$ cat src/rtl/tbf_pkg.sv
// Shared constants and helpers for the time beacon block.
// Assumes node numbers fit the 5-bit field of the command byte.
package tbf_pkg;
    localparam logic [7:0] CTRL_CHAR = 8'h9C;   // K28.4
    localparam int         FRAME_LEN = 7;
    localparam int         MAX_ID    = 31;

    typedef enum logic [2:0] {
        CMD_SYNC    = 3'd0,
        CMD_SECONDS = 3'd1
    } tcmd_e;

    // 8-bit wrapping sum over command byte and the four code bytes
    function automatic logic [7:0] frame_sum(input logic [7:0] cmd_b, input logic [31:0] code);
        frame_sum = cmd_b + code[31:24] + code[23:16] + code[15:8] + code[7:0];
    endfunction
endpackage

$ cat src/rtl/tbf_role.sv
// Role keeper: holds the time-keeper role bit and the silence timer.
// Assumes node_id is static; pkt_seen is a one-cycle pulse per heard frame.
module tbf_role #(
    parameter int WD_UNIT = 120,
    parameter int WD_W    = 12
) (
    input  logic       clk,
    input  logic       rst_n,
    input  logic [4:0] node_id,
    input  logic       pkt_seen,
    input  logic [4:0] pkt_src_id,
    output logic       master_on
);
    logic            master_q;
    logic [WD_W-1:0] wd_q;
    logic [WD_W-1:0] wd_len;
    logic [WD_W-1:0] wd_last;
    logic            outranked;

    // silence limit grows with node number
    always_comb begin
        wd_len    = WD_W'(WD_UNIT) * WD_W'(node_id);
        wd_last   = wd_len - 1'b1;
        outranked = pkt_seen && (pkt_src_id < node_id);
    end

    // role bit and silence timer update
    always_ff @(posedge clk) begin
        if (!rst_n) begin
            master_q <= (node_id == 5'd0);
            wd_q     <= '0;
        end else if (master_q) begin
            if (outranked) begin
                master_q <= 1'b0;
                wd_q     <= '0;
            end
        end else if (pkt_seen) begin
            wd_q <= '0;
        end else if (wd_q == wd_last) begin
            master_q <= 1'b1;
            wd_q     <= '0;
        end else begin
            wd_q <= wd_q + 1'b1;
        end
    end

    assign master_on = master_q;
endmodule

$ cat src/rtl/tbf_pacer.sv
// Period pacer: issues a frame start every PERIOD cycles while master.
// Assumes PERIOD exceeds the frame length so starts never overlap a frame.
module tbf_pacer #(
    parameter int PERIOD = 100,
    parameter int PW     = 7
) (
    input  logic clk,
    input  logic rst_n,
    input  logic master_on,
    input  logic frame_busy,
    output logic start
);
    logic [PW-1:0] per_q;

    // phase counter, held at zero while passive
    always_ff @(posedge clk) begin
        if (!rst_n || !master_on) begin
            per_q <= '0;
        end else if (per_q == PW'(PERIOD - 1)) begin
            per_q <= '0;
        end else begin
            per_q <= per_q + 1'b1;
        end
    end

    // start at phase zero of each period
    assign start = master_on && (per_q == '0) && !frame_busy;
endmodule

$ cat src/rtl/tbf_framer.sv
// Frame builder: snapshots the time code on start and walks the 7 bytes.
// Assumes start is a single-cycle pulse issued only while idle.
module tbf_framer
    import tbf_pkg::*;
(
    input  logic        clk,
    input  logic        rst_n,
    input  logic        start,
    input  logic [4:0]  node_id,
    input  logic [31:0] loc_sec,
    input  logic [9:0]  loc_ms,
    input  logic [9:0]  loc_us,
    input  logic [7:0]  loc_ns,
    output logic [7:0]  out_byte,
    output logic        out_k,
    output logic        out_vld,
    output logic        busy
);
    logic        busy_q;
    logic [2:0]  idx_q;
    tcmd_e       cmd_q;
    logic [31:0] code_q;
    logic [31:0] last_sec_q;
    logic [4:0]  id_q;
    logic [7:0]  cmd_byte;

    // snapshot on start, then advance one byte per cycle
    always_ff @(posedge clk) begin
        if (!rst_n) begin
            busy_q     <= 1'b0;
            idx_q      <= '0;
            cmd_q      <= CMD_SYNC;
            code_q     <= '0;
            last_sec_q <= '0;
            id_q       <= '0;
        end else if (start && !busy_q) begin
            busy_q <= 1'b1;
            idx_q  <= '0;
            id_q   <= node_id;
            if (loc_sec != last_sec_q) begin
                cmd_q      <= CMD_SECONDS;
                code_q     <= loc_sec;
                last_sec_q <= loc_sec;
            end else begin
                cmd_q  <= CMD_SYNC;
                code_q <= {4'b0000, loc_ms, loc_us, loc_ns};
            end
        end else if (busy_q) begin
            if (idx_q == 3'(FRAME_LEN - 1)) begin
                busy_q <= 1'b0;
                idx_q  <= '0;
            end else begin
                idx_q <= idx_q + 1'b1;
            end
        end
    end

    // byte selection for the current frame position
    always_comb begin
        cmd_byte = {id_q, cmd_q};
        out_byte = 8'h00;
        out_k    = 1'b0;
        if (busy_q) begin
            case (idx_q)
                3'd0:    begin out_byte = CTRL_CHAR; out_k = 1'b1; end
                3'd1:    out_byte = cmd_byte;
                3'd2:    out_byte = code_q[31:24];
                3'd3:    out_byte = code_q[23:16];
                3'd4:    out_byte = code_q[15:8];
                3'd5:    out_byte = code_q[7:0];
                default: out_byte = frame_sum(cmd_byte, code_q);
            endcase
        end
    end

    assign out_vld = busy_q;
    assign busy    = busy_q;
endmodule

$ cat src/rtl/time_beacon_failover.sv
// Top: time beacon broadcaster with staggered master failover.
// Assumes CYC_PER_MS*5/2 > 7 and that node_id changes only under reset.
module time_beacon_failover #(
    parameter int LANES      = 4,
    parameter int CYC_PER_MS = 40
) (
    input  logic               clk,
    input  logic               rst_n,
    input  logic [4:0]         node_id,
    input  logic               pkt_seen,
    input  logic [4:0]         pkt_src_id,
    input  logic [31:0]        loc_sec,
    input  logic [9:0]         loc_ms,
    input  logic [9:0]         loc_us,
    input  logic [7:0]         loc_ns,
    output logic [LANES*8-1:0] lane_data,
    output logic [LANES-1:0]   lane_k,
    output logic               lane_vld,
    output logic               master_on
);
    localparam int PERIOD  = (CYC_PER_MS * 5) / 2;
    localparam int PW      = $clog2(PERIOD);
    localparam int WD_UNIT = 3 * CYC_PER_MS;
    localparam int WD_W    = $clog2(WD_UNIT * tbf_pkg::MAX_ID + 1);

    logic       start;
    logic       busy;
    logic [7:0] fr_byte;
    logic       fr_k;

    tbf_role #(.WD_UNIT(WD_UNIT), .WD_W(WD_W)) u_role (
        .clk(clk), .rst_n(rst_n), .node_id(node_id),
        .pkt_seen(pkt_seen), .pkt_src_id(pkt_src_id), .master_on(master_on)
    );

    tbf_pacer #(.PERIOD(PERIOD), .PW(PW)) u_pacer (
        .clk(clk), .rst_n(rst_n), .master_on(master_on),
        .frame_busy(busy), .start(start)
    );

    tbf_framer u_framer (
        .clk(clk), .rst_n(rst_n), .start(start), .node_id(node_id),
        .loc_sec(loc_sec), .loc_ms(loc_ms), .loc_us(loc_us), .loc_ns(loc_ns),
        .out_byte(fr_byte), .out_k(fr_k), .out_vld(lane_vld), .busy(busy)
    );

    // same byte and flag on every lane
    for (genvar g = 0; g < LANES; g++) begin : g_lane
        assign lane_data[g*8 +: 8] = fr_byte;
        assign lane_k[g]           = fr_k;
    end
endmodule

$ cat config.mk
export PLATFORM = sky130hd
export DESIGN_NAME = time_beacon_failover
export DESIGN_NICKNAME = d
export VERILOG_FILES = /design/src/rtl/tbf_pkg.sv /design/src/rtl/tbf_role.sv /design/src/rtl/tbf_pacer.sv /design/src/rtl/tbf_framer.sv /design/src/rtl/time_beacon_failover.sv
export SDC_FILE = /design/constraint.sdc
export NUM_CORES = 1
export LEC_CHECK = 0
export BUFFER_PORTS_ARGS = -buffer_cell sky130_fd_sc_hd__buf_2
export CAP_MARGIN = 20
export CORE_UTILIZATION = 35
export CTS_CLUSTER_SIZE = 12
export DETAILED_ROUTE_END_ITERATION = 8
export PLACE_DENSITY = 0.51
export SLEW_MARGIN = 20
export SYNTH_ARGS = -nofsm -noshare
export SYNTH_HDL_FRONTEND = slang
export SYNTH_SLANG_ARGS = --single-unit
$ cat constraint.sdc
create_clock -name clk -period 5.5 [get_ports clk]
set_input_delay 0.275 -clock clk [delete_from_list [all_inputs] [get_ports clk]]
set_output_delay 0.275 -clock clk [all_outputs]
set_load 0.02 [all_outputs]
======== After elaboration in Yosys (flattened, before gate mapping) ========
Cells that the tools add are included.
storage, ports and cells
  register bits ........................... 96
  bits of input ports ..................... 73
  output and inout bits ................... 38
  word-level logic and storage cells ...... 63
operators by class
  add/sub/neg operators ................... 8
  multipliers ............................. 1
  magnitude comparators ................... 1
  equal/unequal tests ..................... 10
  multiplexer cells ....................... 19
  bitwise operators ....................... 1
  reductions and logical operators ........ 14
operators by type and width
  cell                                                                   number
  12-bit 2-to-1 mux                                                      4
  8-bit one-hot mux with 6 select lines                                  1
  8-bit adder                                                            4
  32-bit 2-to-1 mux                                                      1
  32-bit inequality test                                                 1
  12-bit by 1-bit adder with 12-bit output (second input constant)       1
  12-bit == test                                                         1
  12-bit by 1-bit subtractor with 12-bit output (second input constant)  1
  1-bit 2-to-1 mux                                                       11
  3-bit == test (second input constant)                                  3
  4-bit by 5-bit multiplier with 9-bit output (first input constant)     1
  8-bit 2-to-1 mux                                                       1
  7-bit by 1-bit adder with 7-bit output (second input constant)         1
  7-bit == test (second input constant)                                  1
  7-bit zero test                                                        1
  3-bit by 2-bit == test with 1-bit output (second input constant)       2
  5-bit zero test                                                        1
  5-bit < comparator                                                     1
  1-bit logical AND                                                      4
  2-bit OR reduction                                                     2
  3-bit by 1-bit adder with 3-bit output (second input constant)         1
  3-bit by 1-bit == test with 1-bit output (second input constant)       1
  1-bit zero test                                                        3
  3-bit zero test                                                        1
  5 further kinds                                                        5

======== Depth between registers and ports, before layout ========
  word-level depth ........................ 7
  mapped depth ............................ 14
  depth with buffers taken out ............ 13

======== Cells and area by module ========
Synthesis repeated with hierarchy kept, for this count alone.
unflattened totals
  cells, all modules ...................... 828
  area total of the unflattened synthesis .. 6,816.5 um2
modules (own cells, without submodules)
  module                times used  cells each  area each (um2)  seq. area each (um2)
  tbf_framer            1           588         4,755.8          1,481.4
  tbf_role              1           177         1,525.2          260.2
  tbf_pacer             1           35          325.3            140.1
  time_beacon_failover  1           28          210.2            0.0

======== Worst setup path after synthesis ========
No wires, ideal clock.
  kind .................................... in2reg
  start point ............................. input port node_id[0]
  end point ............................... register u_role.wd_q[7]
  data arrival time ....................... 3.882 ns
  required time ........................... 5.371 ns
  path slack .............................. 1.489 ns
  stages .................................. 12
  buffers on the path ..................... 1
  cells stage by stage .................... fa_1 > fa_1 > fa_1 > a211o_1 > a21o_1 > and2_4 > or4_4 > a211oi_1 > o2111ai_4 > buf_2 > a31oi_1 > a31oi_1
on the way
  word-level cells in the longest chain between the ends .. 6
  elaborated cells between the ends (all ways) .. 9
ends and longest elaborated chain
  item                                           line                       source
  start: declaration                             time_beacon_failover.sv:9  input logic [4:0] node_id,
  4-bit by 5-bit multiplier with 9-bit output    tbf_role.sv:22             wd_len = WD_W'(WD_UNIT) * WD_W'(node_id);
  12-bit by 1-bit subtractor with 12-bit output  tbf_role.sv:23             wd_last = wd_len - 1'b1;
  12-bit == test                                 tbf_role.sv:39             end else if (wd_q == wd_last) begin
  12-bit 2-to-1 mux                              tbf_role.sv:39
  12-bit 2-to-1 mux                              tbf_role.sv:37             end else if (pkt_seen) begin
  12-bit 2-to-1 mux                              tbf_role.sv:32             end else if (master_q) begin
  end signal: assignment                         tbf_role.sv:43             wd_q <= wd_q + 1'b1;
  end: declaration                               tbf_role.sv:15             logic [WD_W-1:0] wd_q;
Parallel ways exist; a longest one is shown, timed or not.
A chain may end at the register's enable or synchronous reset.

======== Worst setup path after layout ========
  start point ............................. register u_framer.code_q[3]
  end point ............................... output port lane_data[7]
on the way
  word-level cells in the longest chain between the ends .. 3
ends and longest elaborated chain
  item                                   line                        source
  start: declaration                     tbf_framer.sv:22            logic [31:0] code_q;
  start signal: assignment               tbf_framer.sv:42            code_q <= loc_sec;
  start signal: assignment               tbf_framer.sv:46            code_q <= {4'b0000, loc_ms, loc_us, loc_ns};
  8-bit adder                            tbf_pkg.sv:15               frame_sum = cmd_b + code[31:24] + code[23:16] + code[15:8] + code[7:0];
  8-bit one-hot mux with 6 select lines  tbf_framer.sv:64            case (idx_q)
  8-bit 2-to-1 mux                       tbf_framer.sv:63            if (busy_q) begin
  end: declaration                       time_beacon_failover.sv:16  output logic [LANES*8-1:0] lane_data,
No other way between the ends.

==> results.sh <==
export IMPL_io_pins=111
export IMPL_swShare_pct=33.2
export IMPL_cts_resized=0
export IMPL_cap_viol_max_count=0
export IMPL_status="finished clean"
export IMPL_fillers=1865
export IMPL_synth_ff_type="dfxtp_1"
export IMPL_cts_setup_buffers=0
export IMPL_ff2ff_setup_slack_ns=2.91
export IMPL_fmax_mhz=242
export IMPL_vias=5332
export IMPL_die_h_um=138
export IMPL_tns_ns=0
export IMPL_crit_type="reg2out"
export IMPL_avgSynthCellArea_um2=8.78
export IMPL_placedCellCount=1016
export IMPL_die_w_um=138
export IMPL_hpwlAfterDp_um=12900
export IMPL_cp_slowest_cell="fa_1"
export IMPL_crit_path_start_kind="flip-flop"
export IMPL_grt_pass1_vias=5212
export IMPL_netlist_area_um2=6480
export IMPL_layout_setup_ws_ns=1.37
export IMPL_fin_crit_sh_pct=75.1
export IMPL_fin_cells=1033
export IMPL_total_power_mw=1.95
export IMPL_dp_slack_ns=1.02
export IMPL_rows=49
export IMPL_skew_ns=0.0131
export IMPL_synth_cells_most_frequent="130 x nand2_1, 94 x dfxtp_1, 43 x xor2_1, 42 x a21boi_0, 34 x clkbuf_1"
export IMPL_gp_congestion=0.847
export IMPL_ir_drop_mv=0.162
export IMPL_ff_latch_area_um2=1880
export IMPL_drt_first_pass_iters=7
export IMPL_end_kind="primary output"
export IMPL_drt_initial_drc_count=366
export IMPL_wire_per_inst_um=16.0
export IMPL_antenna_left=0
export IMPL_via_per_inst=5.16
export IMPL_post_route_util_pct=40.7
export IMPL_cts_buffers=9
export IMPL_yosys_area_top_type_share_pct=29.1
export IMPL_leakage_nw=3.38
export IMPL_holdWs_ns=0.195
export IMPL_drc=0
export IMPL_clk_insertion_delay_late_ns=0.35
export IMPL_initial_core_util_pct=35.9
export IMPL_place_area_um2=7020
export IMPL_antenna_found_initial=1
export IMPL_syn_nets=869
export IMPL_synth_seq_cells=94
export IMPL_cts_tree="built"
export IMPL_critPathArrivalTime_ns=3.86
export IMPL_switching_power_uw=647
export IMPL_pwr_share_comb_pct=29.2
export IMPL_grt_max_degree=64
export IMPL_fin_area_um2=7330
export IMPL_clock_path_buffers=2
export IMPL_multi_input_area_um2=4180
export IMPL_ys_types=61
export IMPL_cts_htree_levels=3
export IMPL_grt_ovfl_total=0
export IMPL_nets=930
export IMPL_crit_path_max_incr_delay_ns=0.54
export IMPL_postCtsHoldBufs=0
export IMPL_synth_edff_count=0
export IMPL_ys_seq_area_share_pct=29.1
export IMPL_setup_viol=0
export IMPL_cp_cell_sequence="fa_1 > fa_1 > fa_1 > ha_1 > nor2b_1 > o21ai_0 > nand2b_1 > a21o_1 > a21oi_1 > xnor2_1 > a21oi_1 > buf_2"
export IMPL_cts_clk_slew_worst_paths_ns=0.07
export IMPL_synthArstFlopShare_pct=0
export IMPL_synth_most_common_cell="nand2_1"
export IMPL_drive_above_1_share_pct=17.7
export IMPL_coreArea_um2=18000
export IMPL_grt_pass1_wl_um=27300
export IMPL_required_ns=5.22
export IMPL_grt_use_total_pct=17.8
export IMPL_area_growth_syn_to_layout_pct=13.2
export IMPL_yosysWarnings=0
export IMPL_rsz0062_at_grt="no"
export IMPL_hold_path_class="in2reg"
export IMPL_synthTopCellsByArea="dfxtp_1 29%, fa_1 7.7%, nand2_1 7.5%"
export IMPL_final_min_clock_period_ns=4.13
export IMPL_power_density_nw_per_um2=266
export IMPL_slew_headroom_pct=44.6
export IMPL_seqPwrFrac_pct=39.9
export IMPL_power_clock_fraction_pct=30.9
export IMPL_cts_sinks=94
export IMPL_crit_top_cell="fa_1"
export IMPL_tightest_slew_ns=0.810
export IMPL_diodes=0
export IMPL_die_area_um2=19100
export IMPL_cp_max_fo=4
export IMPL_finalHoldViolCount=0
export IMPL_port_buffers=110
export IMPL_cts_root_buffer="clkbuf_16"
export IMPL_drv_slew=0
export IMPL_synthCells=738
export IMPL_yosysTopAreaCell="dfxtp_1"
export IMPL_wirelength_um=16500
export IMPL_internal_power_mw=1.30
==> path summary, 6_finish.rpt <==
| kind | startpoint | endpoint | depth (start not counted) |
|---|---|---|---|
| setup / recovery | u_framer.code_q[3]$_SDFFE_PN0P_ | lane_data[7] | 12 |
| hold / removal | loc_sec[29] | u_framer.last_sec_q[29]$_SDFFE_PN0P_ | 3 |
| setup reg to reg | u_framer.last_sec_q[16]$_SDFFE_PN0P_ | u_framer.code_q[9]$_SDFFE_PN0P_ | 8 |
| hold reg to reg | u_pacer.per_q[0]$_SDFF_PP0_ | u_pacer.per_q[0]$_SDFF_PP0_ | 1 |
==> critical path, delay by kind of cell, from the launching register on <==
| family | cells | cell delay, ns |
|---|---|---|
| simple gates | 2 | 0.26 |
| flops | 1 | 0.42 |
| fa+ha+maj | 4 | 1.77 |
| compound gates | 4 | 0.74 |
| xor+xnor | 1 | 0.09 |
| buf+inv | 1 | 0.21 |
==> layout make-up <==
cell class	instances	share of cell area, %
well taps	229	3.91
clock buffers	11	3.31
repair buffers	116	8.40
flip-flops and latches	94	25.7
inverters	23	1.18
multi-input cells	555	57.0
clock inverters	5	0.563
==> cell usage in the layout (no fill, tap or decap), types with 12 or more instances in the layout <==
master	instances
xnor2_1	21
mux2i_1	33
ha_1	33
o21ai_0	16
fa_1	25
nor2_1	26
inv_1	23
buf_2	110
a21oi_1	24
a31oi_1	17
dfxtp_1	94
a21boi_0	42
nand2_1	130
xor2_1	43
o211a_1	28
and3_1	12
==> routing by layer <==
layer  vias to the layer above  global-route usage, %  wire (um)
li1                       2658                      -          -
met1                      2542                   25.8       8470
met2                       116                   27.1       7170
met3                        14                   3.22        684
met4                         2                   4.51        162
met5                         -                      0         13
==> sequential cells by signal, summed over array words and instances (netlist names) <==
register and count:
u_framer.last_sec_q 32, u_framer.code_q 32, u_pacer.per_q 7, u_framer.cmd_q 1
u_role.master_on 1, u_framer.id_q 5, u_framer.idx_q 3, u_framer.busy 1
u_role.wd_q 12
==> cell families after synthesis <==
group	count (synthesis)	synth area share, %
AO/OA/AOI/OAI	167	19.3
adder cells (fa/ha/maj)	58	14.1
multiplexers	34	5.27
AND/OR/NAND/NOR	231	16.5
flip-flops	94	29.1
XOR/XNOR	65	9.00
buffers and inverters	89	6.80
==> power groups by stage <==
stage                     Clock, mW  Combinational [mW]  Sequential, mW
after global routing          0.646               0.643           0.785
after CTS                     0.619               0.577           0.778
after floorplan                   0               0.443           0.772
final                         0.601               0.569           0.778
after detailed placement          0               0.573           0.794
after global placement            0               0.559           0.792
Note: power is estimated with default switching activity, not from simulation.
